**src/rtl/ddr_cap_pkg.sv**
```systemverilog
package ddr_cap_pkg;

  // Strobes passed from the qualifier control to the datapath
  typedef struct packed {
    logic loadWide;   // both halves of the current beat are valid
  } capStrobes_t;

endpackage

```
**src/rtl/ddr_cap_ctrl.sv**
```systemverilog
module ddr_cap_ctrl
  import ddr_cap_pkg::*;
(
  input  logic        capClk,
  input  logic        rst,
  input  logic        ddrValid,
  output capStrobes_t strobes,
  output logic        wideValid
);

  logic riseVld;
  logic fallVld;
  logic beatOk;

  // qualifier sampled with the rising-edge half
  always_ff @(posedge capClk or posedge rst) begin
    if (rst) riseVld <= 1'b0;
    else     riseVld <= ddrValid;
  end

  // qualifier sampled with the falling-edge half
  always_ff @(negedge capClk or posedge rst) begin
    if (rst) fallVld <= 1'b0;
    else     fallVld <= ddrValid;
  end

  assign beatOk = riseVld & fallVld;

  always_comb begin
    strobes          = '0;
    strobes.loadWide = beatOk;
  end

  always_ff @(posedge capClk or posedge rst) begin
    if (rst) wideValid <= 1'b0;
    else     wideValid <= beatOk;
  end

  // a valid word needs both edge qualifiers of its beat
  p_valid_pair_r4: assert property (@(posedge capClk) disable iff (rst)
    wideValid |-> ($past(riseVld) && $past(fallVld)));

  // a beat with either qualifier low yields no valid word
  p_invalid_beat_r4: assert property (@(posedge capClk) disable iff (rst)
    !(riseVld && fallVld) |=> !wideValid);

  // reset holds the flag low
  always @(negedge capClk) begin
    if (rst) p_reset_clear_r6: assert (!wideValid);
  end

endmodule

```
**src/rtl/ddr_cap_dpath.sv**
```systemverilog
module ddr_cap_dpath
  import ddr_cap_pkg::*;
#(
  parameter int DW = 16
) (
  input  logic          capClk,
  input  logic          rst,
  input  logic [DW-1:0] ddrData,
  input  capStrobes_t   strobes,
  output logic [2*DW-1:0] wideData
);

  localparam int WW = 2 * DW;

  logic [DW-1:0] riseHalf;
  logic [DW-1:0] fallHalf;
  logic [WW-1:0] joined;

  // rising-edge capture path
  always_ff @(posedge capClk or posedge rst) begin
    if (rst) riseHalf <= '0;
    else     riseHalf <= ddrData;
  end

  // falling-edge capture path
  always_ff @(negedge capClk or posedge rst) begin
    if (rst) fallHalf <= '0;
    else     fallHalf <= ddrData;
  end

  // lane placement: rising sample low, falling sample high
  for (genvar g = 0; g < DW; g++) begin : g_lane
    assign joined[g]      = riseHalf[g];
    assign joined[g + DW] = fallHalf[g];
  end

  // realignment register on the following rising edge
  always_ff @(posedge capClk or posedge rst) begin
    if (rst)                   wideData <= '0;
    else if (strobes.loadWide) wideData <= joined;
  end

  // low lane carries the rising sample
  p_low_lane_r1: assert property (@(posedge capClk) disable iff (rst)
    strobes.loadWide |=> (wideData[DW-1:0] == $past(riseHalf)));

  // high lane carries the falling sample
  p_high_lane_r2: assert property (@(posedge capClk) disable iff (rst)
    strobes.loadWide |=> (wideData[WW-1:DW] == $past(fallHalf)));

  // an incomplete beat leaves the word untouched
  p_hold_idle_r5: assert property (@(posedge capClk) disable iff (rst)
    !strobes.loadWide |=> $stable(wideData));

  // reset holds the word cleared
  always @(negedge capClk) begin
    if (rst) p_reset_word_r6: assert (wideData == '0);
  end

endmodule

```
**src/rtl/ddr_capture_widen.sv**
```systemverilog
module ddr_capture_widen
  import ddr_cap_pkg::*;
#(
  parameter int DW = 16
) (
  input  logic            capClk,
  input  logic            rst,
  input  logic [DW-1:0]   ddrData,
  input  logic            ddrValid,
  output logic [2*DW-1:0] wideData,
  output logic            wideValid
);

  capStrobes_t strobes;

  ddr_cap_ctrl u_ctrl (
    .capClk    (capClk),
    .rst       (rst),
    .ddrValid  (ddrValid),
    .strobes   (strobes),
    .wideValid (wideValid)
  );

  ddr_cap_dpath #(.DW(DW)) u_dpath (
    .capClk   (capClk),
    .rst      (rst),
    .ddrData  (ddrData),
    .strobes  (strobes),
    .wideData (wideData)
  );

endmodule

```
**config.mk**
```make
export PLATFORM = sky130hd
export DESIGN_NAME = ddr_capture_widen
export DESIGN_NICKNAME = d
export VERILOG_FILES = /design/src/rtl/ddr_cap_pkg.sv /design/src/rtl/ddr_cap_ctrl.sv /design/src/rtl/ddr_cap_dpath.sv /design/src/rtl/ddr_capture_widen.sv
export SDC_FILE = /design/constraint.sdc
export NUM_CORES = 1
export LEC_CHECK = 0
export BUFFER_PORTS_ARGS = -buffer_cell sky130_fd_sc_hd__buf_2
export CAP_MARGIN = 10
export CORE_UTILIZATION = 55
export CTS_CLUSTER_SIZE = 28
export DETAILED_ROUTE_END_ITERATION = 8
export MAX_ROUTING_LAYER = met4
export PLACE_DENSITY = 0.8
export SYNTH_ARGS = -nofsm -noshare
export SYNTH_HDL_FRONTEND = slang
export SYNTH_SLANG_ARGS = --single-unit
```
**constraint.sdc**
```tcl
create_clock -name capClk -period 3 [get_ports capClk]
set_input_delay 0 -clock capClk [delete_from_list [all_inputs] [get_ports capClk]]
set_output_delay 0 -clock capClk [all_outputs]
set_load 0.01 [all_outputs]
```
==> out/metrics.yaml <==
run_status:
  status: "completed"
finish:
  stdcell_count: 238
  syn_to_final_growth_pct: 31.3
  nets: 205
  fillers: 234
  drive_above_1_share: 0.526
  diodes: 0
floorplanning:
  fp-row-count: 22
  fp.dieH_um: 65.2
  die_x_um: 65.2
  die_area_mm2: 0.00424
  initial_core_util: 0.586
  core_mm2: 0.00374
  io_pins: 52
cts:
  cts_setup_buffers: 0
  ctsRootBufferMaster: "clkbuf_8"
  clock-sinks: 67
  post_cts_resized: 0
  clock_path_buffers: 2
  path_clk_slew_ns: 0.07
  numCtsBuffers: 9
  htree_levels: 3
  insertion_delay_ns: 0.33
  cts_tree: "built"
  hold_buffers: 18
global_routing:
  grt_pass1_wl_mm: 5.70
  grt_max_degree: 35
  grt_overflow: 0
  track_usage: 0.200
  grt_pass1_vias: 1151
  antenna_found_initial: 0
critical_path:
  crit_path_start_kind: "flip-flop"
  critPathKind: "reg -> reg"
  worst_path_dominant_cell_family: "multiplexers"
  worstPathArrival_ns: 2.87
  worstPathRequired_ns: 3.21
  crit_chain: "nand2_2 > buf_4 > mux2_2"
  crit_path_max_incr_delay_ns: 0.36
  critPathBufInv: 1
  crit_path_top_delay_cell: "mux2_2"
  crit_path_end_kind: "flip-flop"
  worst-path-max-fanout: 12
synth:
  yosysTopAreaCellShare: 0.570
  syn_inst: 105
  syn_nets: 124
  yosysSeqAreaShare: 0.764
  yosysTopAreaCell: "dfrtp_1"
  ys_top_cells_by_area: "dfrtp_1, mux2_4, dfrtn_1"
  synth_cell_types: 7
  ys_ff_latch: 67
  synth.avg_cell_area_um2: 20.9
  syn-cell-area_mm2: 0.00219
  ys.warnings.count: 0
timing:
  finalSetupTns_ns: 0
  hold_viol_final: 0
  relSlewSlack: 0.760
  setup_viol: 0
  slew_viol_final: 0
  clock_skew_ns: 0.0127
  worst_slew_pin_slew_ns: 0.360
  rsz0062_at_grt: "no"
detailed_routing:
  viasPerCell: 4.69
  drc: 0
  wirelength_mm: 3.45
  drtPass1Iterations: 2
  vias: 1117
  ant_nets: 0
  drt-initial-drc-count: 101
  wl_per_cell_um: 14.5
placement:
  gp_congestion: 0.647
  post-dp-hpwl_mm: 2.34
  dp_cells: 205
  io_buffer_count: 51
pwr:
  peakVddDrop_uv: 448
  power_density_mw_per_mm2: 672
  power_leakage_nw: 1.46
worst_hold_path:
  hold_class: "in -> async"
run:
  max_cap_violations: 0
-- worst paths after layout --
kind                                      startpoint                   end  slack [ns]  cells after the start
min in group capClk                      ddrData[10]  u_dpath.riseHalf[10]        0.33                      2
worst max-delay path                  u_ctrl.fallVld  u_dpath.wideData[27]        0.33                      3
worst max register to register        u_ctrl.fallVld  u_dpath.wideData[27]        0.33                      3
max in group asynchronous                        rst   u_dpath.fallHalf[2]        0.84                      4
worst min-delay path                             rst  u_dpath.wideData[28]        0.19                      3
worst min register to register  u_dpath.riseHalf[12]  u_dpath.wideData[12]        0.47                      1
-- tightest hold or removal path: cells and delay by family --
kind | cells | cell delay, ns
buffers and inverters | 3 | 0.92
-- synthesized netlist by cell type (all sizes together) --
library cell  count
dfrtp            50
dfrtn            17
nand2             1
inv               2
mux2             32
buf               3
-- registers in the layout (all words and copies together) (netlist names) --
signal,flops
u_ctrl.wideValid,1
u_dpath.wideData,32
u_dpath.fallHalf,16
u_dpath.riseHalf,16
u_ctrl.fallVld,1
u_ctrl.riseVld,1
-- cells in the final DEF (no fill, tap or decap) --
cell / instances
clkbuf_1: 4
clkinvlp_4: 1
dfrtn_1: 17
dfrtp_1: 50
clkbuf_8: 11
buf_4: 2
mux2_2: 3
nand2_2: 1
buf_2: 51
dlygate4sd3_1: 18
inv_1: 1
buf_12: 2
mux2_4: 29
-- final cells by class --
cell class              count  area [µm²]  share of cell area
flip-flops and latches     67        1680               0.582
repair buffers             73         490               0.170
multi-input cells          33         475               0.165
clock buffers              15         166              0.0578
well taps                  48        60.1              0.0209
inverters                   2        11.3             0.00391
-- logic make-up after synthesis --
| group | share of synthesized area |
|---|---|
| flip-flops | 0.764 |
| AND/OR/NAND/NOR | 0.00285 |
| multiplexers | 0.214 |
| buffers and inverters | 0.0188 |
-- metal layers --
layer | GRT usage | wire length (µm) | vias up
met5 | - | 0 | -
met4 | 0.0978 | 43 | 0
met3 | 0.0677 | 163 | 4
met2 | 0.288 | 1670 | 38
met1 | 0.258 | 1570 | 564
li1 | - | - | 511
-- stage by stage --
stage / power [mW] / hold slack [ns] / cell area, µm² / setup WS [ns] / util
floorplan: 1.20 / 0.0314 / 2200 / 0.441 / -
global placement: 1.30 / -0.0144 / 2530 / 0.384 / 0.677
detailed placement: 1.31 / 0.00225 / 2530 / 0.342 / 0.677
CTS: 1.95 / 0.194 / 2880 / 0.322 / 0.769
global route: 2.02 / 0.226 / 2880 / 0.302 / 0.769
finish: 1.94 / 0.194 / 2880 / 0.332 / 0.769
-- power breakdown --
part           switching, mW  internal, mW  total [mW]
registers             0.0458         0.994        1.04
logic                  0.112         0.160       0.272
clock network          0.282         0.342       0.624
(Power assumes the default switching activity.)
